`config.mk`:
```
export PLATFORM = sky130hd
export DESIGN_NAME = rs_enc_top
export DESIGN_NICKNAME = d
export VERILOG_FILES = /design/src/rtl/rs_enc_pkg.sv /design/src/rtl/rs_enc_ctrl.sv /design/src/rtl/rs_enc_lfsr.sv /design/src/rtl/rs_enc_top.sv
export SDC_FILE = /design/constraint.sdc
export NUM_CORES = 1
export LEC_CHECK = 0
export BUFFER_PORTS_ARGS = -buffer_cell sky130_fd_sc_hd__buf_2
export CAP_MARGIN = 5
export CELL_PAD_IN_SITES_DETAIL_PLACEMENT = 0
export CELL_PAD_IN_SITES_GLOBAL_PLACEMENT = 1
export CORE_MARGIN = 1.5
export CORE_UTILIZATION = 35
export DETAILED_ROUTE_END_ITERATION = 8
export PLACE_DENSITY = 0.66
export SKIP_LAST_GASP = 1
export SLEW_MARGIN = 20
export SYNTH_ARGS = -nofsm -noshare
export SYNTH_HDL_FRONTEND = slang
export SYNTH_HIERARCHICAL = 1
export SYNTH_SLANG_ARGS = --single-unit
export TNS_END_PERCENT = 100
```
`constraint.sdc`:
```
create_clock -name clk_i -period 6.4 [get_ports clk_i]
set_input_delay 0.64 -clock clk_i [delete_from_list [all_inputs] [get_ports clk_i]]
set_output_delay 0.64 -clock clk_i [all_outputs]
set_load 0.03 [all_outputs]
```
`src/rtl/rs_enc_pkg.sv`:
```
package rs_enc_pkg;
  parameter int SYM_W = 8;
  parameter logic [SYM_W:0] FIELD_POLY = 9'h11D;
  parameter int MAX_PAR = 32;

  function automatic logic [SYM_W-1:0] gf_mul(logic [SYM_W-1:0] a, logic [SYM_W-1:0] b);
    logic [SYM_W-1:0] p, aa;
    p  = '0;
    aa = a;
    for (int i = 0; i < SYM_W; i++) begin
      if (b[i]) p = p ^ aa;
      aa = aa[SYM_W-1] ? ((aa << 1) ^ FIELD_POLY[SYM_W-1:0]) : (aa << 1);
    end
    return p;
  endfunction

  // generator coefficients, index = power of x, roots alpha^fcr .. alpha^(fcr+npar-1)
  function automatic logic [MAX_PAR:0][SYM_W-1:0] gen_poly(int npar, int fcr);
    logic [MAX_PAR:0][SYM_W-1:0] g;
    logic [SYM_W-1:0] root;
    g    = '0;
    g[0] = 1;
    root = 1;
    for (int k = 0; k < fcr; k++) root = gf_mul(root, 2);
    for (int i = 0; i < npar; i++) begin
      for (int j = MAX_PAR; j > 0; j--) g[j] = g[j-1] ^ gf_mul(g[j], root);
      g[0] = gf_mul(g[0], root);
      root = gf_mul(root, 2);
    end
    return g;
  endfunction
endpackage

```
`src/rtl/rs_enc_ctrl.sv`:
```
module rs_enc_ctrl #(
  parameter int N_SYM = 255,
  parameter int K_SYM = 239
) (
  input  logic clk_i,
  input  logic rst_ni,
  input  logic step_i,
  output logic check_ph_o,
  output logic sop_o,
  output logic eop_o
);
  localparam int CW = $clog2(N_SYM);

  logic [CW-1:0] pos_q;

  assign sop_o      = (pos_q == '0);
  assign eop_o      = (pos_q == CW'(N_SYM - 1));
  assign check_ph_o = (pos_q >= CW'(K_SYM));

  always_ff @(posedge clk_i or negedge rst_ni) begin
    if (!rst_ni)     pos_q <= '0;
    else if (step_i) pos_q <= eop_o ? '0 : pos_q + 1'b1;
  end

  assert_pos_range_R1: assert property (@(posedge clk_i) disable iff (!rst_ni)
    pos_q < CW'(N_SYM));
  assert_idle_hold_R9: assert property (@(posedge clk_i) disable iff (!rst_ni)
    !step_i |=> $stable(pos_q));
endmodule

```
`src/rtl/rs_enc_lfsr.sv`:
```
module rs_enc_lfsr
  import rs_enc_pkg::*;
#(
  parameter int NPAR = 16,
  parameter int FCR  = 0
) (
  input  logic             clk_i,
  input  logic             rst_ni,
  input  logic             en_i,
  input  logic             drain_i,
  input  logic [SYM_W-1:0] din_i,
  output logic [SYM_W-1:0] top_o,
  output logic             zero_o
);
  localparam logic [MAX_PAR:0][SYM_W-1:0] GEN = gen_poly(NPAR, FCR);

  logic [SYM_W-1:0] rem_q [NPAR];
  logic [SYM_W-1:0] fb;

  assign top_o = rem_q[NPAR-1];
  // feedback is zero while draining, so the register just shifts out
  assign fb = drain_i ? '0 : (din_i ^ rem_q[NPAR-1]);

  always_comb begin
    zero_o = 1'b1;
    for (int i = 0; i < NPAR; i++) if (rem_q[i] != '0) zero_o = 1'b0;
  end

  for (genvar i = 0; i < NPAR; i++) begin : g_stage
    logic [SYM_W-1:0] prev;
    if (i == 0) begin : g_first
      assign prev = '0;
    end else begin : g_rest
      assign prev = rem_q[i-1];
    end
    always_ff @(posedge clk_i or negedge rst_ni) begin
      if (!rst_ni)   rem_q[i] <= '0;
      else if (en_i) rem_q[i] <= prev ^ gf_mul(fb, GEN[i]);
    end
  end
endmodule

```
`src/rtl/rs_enc_top.sv`:
```
module rs_enc_top
  import rs_enc_pkg::*;
#(
  parameter int N_SYM = 255,
  parameter int K_SYM = 239,
  parameter int FCR   = 0
) (
  input  logic             clk_i,
  input  logic             rst_ni,
  input  logic             in_valid_i,
  input  logic [SYM_W-1:0] in_data_i,
  output logic             in_ready_o,
  output logic             out_valid_o,
  output logic [SYM_W-1:0] out_data_o,
  output logic             out_sop_o,
  output logic             out_eop_o,
  input  logic             out_ready_i
);
  localparam int NPAR = N_SYM - K_SYM;

  logic check_ph, step, rem_zero;
  logic [SYM_W-1:0] rem_top;

  assign out_valid_o = check_ph | in_valid_i;
  assign in_ready_o  = ~check_ph & out_ready_i;
  assign out_data_o  = check_ph ? rem_top : in_data_i;
  assign step        = out_valid_o & out_ready_i;

  rs_enc_ctrl #(.N_SYM(N_SYM), .K_SYM(K_SYM)) u_ctrl (
    .clk_i      (clk_i),
    .rst_ni     (rst_ni),
    .step_i     (step),
    .check_ph_o (check_ph),
    .sop_o      (out_sop_o),
    .eop_o      (out_eop_o)
  );

  rs_enc_lfsr #(.NPAR(NPAR), .FCR(FCR)) u_lfsr (
    .clk_i   (clk_i),
    .rst_ni  (rst_ni),
    .en_i    (step),
    .drain_i (check_ph),
    .din_i   (in_data_i),
    .top_o   (rem_top),
    .zero_o  (rem_zero)
  );

  assert_hold_stall_R5: assert property (@(posedge clk_i) disable iff (!rst_ni)
    (out_valid_o && !out_ready_i && check_ph) |=> (out_valid_o && $stable(out_data_o)));
  assert_clear_at_end_R7: assert property (@(posedge clk_i) disable iff (!rst_ni)
    (step && out_eop_o) |=> rem_zero);
  assert_wrap_sop_R6: assert property (@(posedge clk_i) disable iff (!rst_ni)
    (step && out_eop_o) |=> out_sop_o);
  assert_flags_excl_R6: assert property (@(posedge clk_i) disable iff (!rst_ni)
    $onehot0({out_sop_o, out_eop_o}));
endmodule

```
==> impl_metrics.json, run 1 <==
{
  "status": "finished, final reports clean",
  "diodes": 0,
  "route.detailed.drc": 0,
  "coreArea_sq_mm": 0.02203,
  "syn2layout_area_growth_pct": 13.15,
  "post-route-min-period_ps": 3780,
  "via_per_inst": 4.781,
  "max_freq_mhz": 264.6,
  "max_cap_viol_count": 0,
  "holdBufCountCts": 0,
  "syn-mean-instance-area_sq_um": 11.40,
  "path_clk_slew_ps": 60,
  "cts-htree-levels": 4,
  "rsz0062_at_grt": "no",
  "die_h_um": 153.6,
  "io_buffers": 23,
  "synthesis.nets": 711,
  "yosys_warnings": 6,
  "r2r-start": "u_ctrl/pos_q[1]",
  "start_kind": "flop",
  "clock_latency_ps": 420,
  "cts_sinks": 136,
  "die_w_um": 153.6,
  "rr_worst_depth": 6,
  "cts_setup_buffers": 0,
  "drive_gt1_share_pct": 22.30,
  "cp-end-kind": "flop",
  "dr.pass1.iters": 4,
  "dr_total_vias": 4834,
  "dp_hpwl_mm": 12.60,
  "cts_made_buffers": 17,
  "met2_usage_pct": 26.72,
  "max-slew-margin-rel_pct": 30.14,
  "fin_skew_ps": 5.121,
  "criticalPathCategory": "reg -> reg",
  "period_share_pct": 59.06,
  "grt_pass1_vias": 5019,
  "critPathMaxFanout": 84,
  "r2r_end": "u_lfsr/g_stage[6].prev[5]",
  "clk_path_buf_depth": 2,
  "wire_per_inst_um": 18.18,
  "ctsResizeCount": 0,
  "pin_count": 24,
  "cts_tree": "done",
  "netlist_instances": 696,
  "globalRouteMet3Util_pct": 2.903,
  "grtUsageMet1_pct": 22.35,
  "drtAntennaViolNets": 0,
  "wirelength_mm": 18.38,
  "slew_viol_final": 0,
  "arrival_ps": 4090,
  "start_util_pct": 36.04,
  "regToRegSetupSlack_ps": 2620,
  "grt_max_degree": 85,
  "num_rows": 54,
  "hold_slack_ps": 190.3,
  "drtIter0Drc": 262,
  "setup-violations-final": 0,
  "setup-tns-final_ps": 0,
  "hold_class": "in -> async",
  "grtUsageTotal_pct": 16.55,
  "die_area_sq_mm": 0.02359,
  "worst_pin_slew_ps": 1044,
  "grt_pass1_wl_mm": 29.48,
  "cts_root_buffer": "clkbuf_16",
  "finalNetCount": 733,
  "netlist_area_sq_mm": 0.007938,
  "finalHoldViolCount": 0,
  "gp_congestion": 0.7922,
  "grt-busiest-layer": "met2",
  "antenna_found_initial": 0,
  "overflow": 0,
  "crit_required_ps": 6710
}
## layout by cell type, fill, tap and decap left out, types with 3 or more instances in the layout
cell type    n
inv_1        8
ha_1         3
mux2_2      64
mux2i_1      3
nor2b_1      3
nand2_1      4
clkbuf_16   17
dfrtp_1    136
buf_4        9
clkinv_4     3
nor2_1      80
xnor3_1      8
nor2_4       5
a21oi_1     66
xor2_1      26
o221ai_1     3
nand3_1      3
mux2_4       7
bufinv_16    3
o21ai_0      5
xnor2_4      5
xnor2_1    205
xnor2_2      9
buf_2       22
## per-stage QoR
step	std cells	area [sq um]	util [%]	setup slack [ps]
floorplan	696	7938	-	3364
global placement	979	8359	37.95	2470
detailed placement	979	8364	37.97	2601
CTS	1011	8977	40.76	2583
global route	1011	8981	40.77	2303
finish	1011	8981	40.77	2620
## layout make-up
cell class | count | area (sq um)
inverter | 8 | 30.03
tap | 280 | 350.3
timing repair buffer | 33 | 200.2
clock buffer | 19 | 442.9
fill | 2112 | 13050
multi-input combinational | 522 | 4384
sequential | 136 | 3403
clock inverter | 13 | 170.2
## per-layer routing
layer | share of wire (%) | wire length [um]
met5 | 0 | 0
met4 | 1.9 | 351
met3 | 2.3 | 430
met2 | 48 | 8835
met1 | 48 | 8761
## worst max-delay path: stages (launching register included)
cell and delay (ps):
dfrtp_1 410, ha_1 220, and3_1 190, o2111a_2 860
o21a_4 870, buf_4 650, mux2_2 400
## sequential cells by signal, indices dropped and copies added (netlist names)
name	flops
u_lfsr/top_o	8
u_ctrl/pos_q	8
u_lfsr/g_stage.prev	120
## worst max path at each step
stage                    startpoint                    endpoint  slack [ps]  cells after the start
floorplan           u_ctrl/pos_q[0]  u_lfsr/g_stage[13].prev[6]        3360                     10
global placement    u_ctrl/pos_q[1]             u_lfsr/top_o[4]        2470                      8
detailed placement  u_ctrl/pos_q[1]   u_lfsr/g_stage[7].prev[2]        2600                      6
CTS                 u_ctrl/pos_q[1]   u_lfsr/g_stage[7].prev[2]        2580                      6
global route        u_ctrl/pos_q[1]   u_lfsr/g_stage[6].prev[0]        2300                      6
finish              u_ctrl/pos_q[1]   u_lfsr/g_stage[6].prev[5]        2620                      6
Power of run 1 is not shown: default switching activity piles up to over one toggle a cycle in this logic, so the estimate is an artifact.
==> run 2, diff against run 1 <==
--- a/config.mk
+++ b/config.mk
@@ -12,7 +12,7 @@
 export CORE_MARGIN = 1.5
 export CORE_UTILIZATION = 35
 export DETAILED_ROUTE_END_ITERATION = 8
-export PLACE_DENSITY = 0.66
+export PLACE_DENSITY = 0.68
 export SKIP_LAST_GASP = 1
 export SLEW_MARGIN = 20
 export SYNTH_ARGS = -nofsm -noshare
==> constraint.sdc (replaced) <==
create_clock -name clk_i -period 3.1 [get_ports clk_i]
set_input_delay 0.31 -clock clk_i [delete_from_list [all_inputs] [get_ports clk_i]]
set_output_delay 0.31 -clock clk_i [all_outputs]
set_load 0.03 [all_outputs]
==> run 2 against run 1 <==
Against the previous run: first-iteration DRC count up 16%; non-clock buffer count up 49; critical path depth up 4; clock skew up 5.0 ps; maximum frequency up 29%; register-to-register slack worse by 2500 ps; routed wire length up 4.3%; hold slack better by 220 ps; die area unchanged; design area up 4.5%; core utilization up 1.8 points.
==> impl_metrics.json, run 2 (synthesis gave the netlist of run 1 again) <==
{
  "wirelength_mm": 19.17,
  "antenna_found_initial": 0,
  "route.detailed.drc": 0,
  "rsz0062_at_grt": "no",
  "path_clk_slew_ps": 60,
  "post-route-min-period_ps": 2936,
  "finalNetCount": 782,
  "arrival_ps": 3240,
  "start_kind": "flop",
  "cts_made_buffers": 17,
  "max_cap_viol_count": 0,
  "syn2layout_area_growth_pct": 18.25,
  "overflow": 0,
  "largest_reg_flops": 120,
  "pin_count": 24,
  "drtIter0Drc": 304,
  "clock_latency_ps": 430,
  "multi_input_area_sq_mm": 0.004379,
  "hold_slack_ps": 407.7,
  "via_per_inst": 4.777,
  "final_common_cell": "xnor2_1",
  "cts_root_buffer": "clkbuf_16",
  "num_rows": 54,
  "hold_class": "in -> reg",
  "wire_per_inst_um": 18.08,
  "gp_congestion": 0.8514,
  "grtUsageTotal_pct": 17.32,
  "place_ws_ps": 198.1,
  "crit_required_ps": 3410,
  "layout_common_cells": "xnor2_1 (205), dfrtp_1 (136), nor2_1 (80)",
  "finalCoreUtilization_pct": 42.62,
  "fin_skew_ps": 10.16,
  "die_w_um": 153.6,
  "dr.pass1.iters": 4,
  "dr_total_vias": 5064,
  "diodes": 0,
  "coreArea_sq_mm": 0.02203,
  "grt_pass1_vias": 5181,
  "max_freq_mhz": 340.6,
  "period_share_pct": 94.72,
  "drtAntennaViolNets": 0,
  "worst_pin_slew_ps": 702.9,
  "slew_viol_final": 0,
  "setup-violations-final": 0,
  "grt_pass1_wl_mm": 30.80,
  "status": "finished, final reports clean",
  "die_area_sq_mm": 0.02359,
  "dp_hpwl_mm": 14.05,
  "die_h_um": 153.6,
  "crit_path_max_incr_delay_ps": 420,
  "critPathMaxFanout": 15,
  "cts-htree-levels": 4,
  "regArea_sq_mm": 0.003403,
  "cp-end-kind": "flop",
  "cts_tree": "done",
  "cp_slowest_cell": "dfrtp_1",
  "drive_gt1_share_pct": 26.92,
  "final.setup.worst_slack_ps": 163.7,
  "criticalPathCategory": "reg -> reg",
  "clk_path_buf_depth": 2,
  "finalHoldViolCount": 0,
  "cts_sinks": 136,
  "setup-tns-final_ps": 0,
  "grt_max_degree": 69,
  "path_cells": "ha_1, and3_1, o2111a_2, buf_4, nor2_4, buf_4, xnor2_1, xnor2_1, xnor2_1, mux2_2",
  "fillCellCount": 2112,
  "path_common_cell": "xnor2_1",
  "io_buffers": 23,
  "max-slew-margin-rel_pct": 52.81,
  "start_util_pct": 36.04
}
-- run 2: cell types whose count changed in the layout (fill, tap and decap cells not counted), sizes merged --
cell,delta
clkbuf,+2
buf,+48
inv,-2
dlygate4sd3,+1
-- run 2: worst paths after layout --
check / from / end / slack [ps] / cells after the start
setup / recovery: u_ctrl/pos_q[1] / u_lfsr/top_o[4] / 160 / 10
hold / removal: out_ready_i / u_lfsr/g_stage[10].prev[3] / 410 / 3
setup reg to reg: u_ctrl/pos_q[1] / u_lfsr/top_o[4] / 160 / 10
hold reg to reg: u_lfsr/g_stage[12].prev[3] / u_lfsr/g_stage[12].prev[3] / 520 / 1
max in group asynchronous: rst_ni / u_lfsr/g_stage[11].prev[1] / 1740 / 3
min in group asynchronous: rst_ni / u_lfsr/g_stage[4].prev[0] / 460 / 2
-- run 2: cell type report --
cell class                 instances  area share [%]
inverter                           8          0.3199
multi-input combinational        522           46.65
tap                              280           3.732
timing repair buffer              82           6.572
sequential                       136           36.26
clock buffer                      21           4.905
clock inverter                    11           1.560
-- run 2: metal layers --
metal / share of wire [%] / global-route usage (%)
met1: 47 / 23.48
met4: 1.5 / 4.300
met3: 2.4 / 3.241
met5: 0 / 0
met2: 49 / 28.55
-- run 2: critical path: cells and delay by family (launching register included) --
kind            cells  cell delay [ps]
fa+ha+maj           1              230
simple gates        2              420
compound gates      1              380
flops               1              420
xor+xnor            3              610
buf+inv             2              470
mux                 1              280
-- run 2: repair_timing --
item | in CTS | in global routing
hold buffers | 1 | 0
hold endpoints to repair | 65 | 0
gates resized for setup | 0 | 0
setup endpoints to repair | 0 | 1
setup buffers | 0 | 4
-- run 2: through the flow --
step	instances	instance area (sq um)
after floorplan	696	7938
after global placement	1023	8740
after detailed placement	1023	8740
after CTS	1056	9356
after global routing	1060	9387
final	1060	9387
Power of run 2 is left out for the same reason.
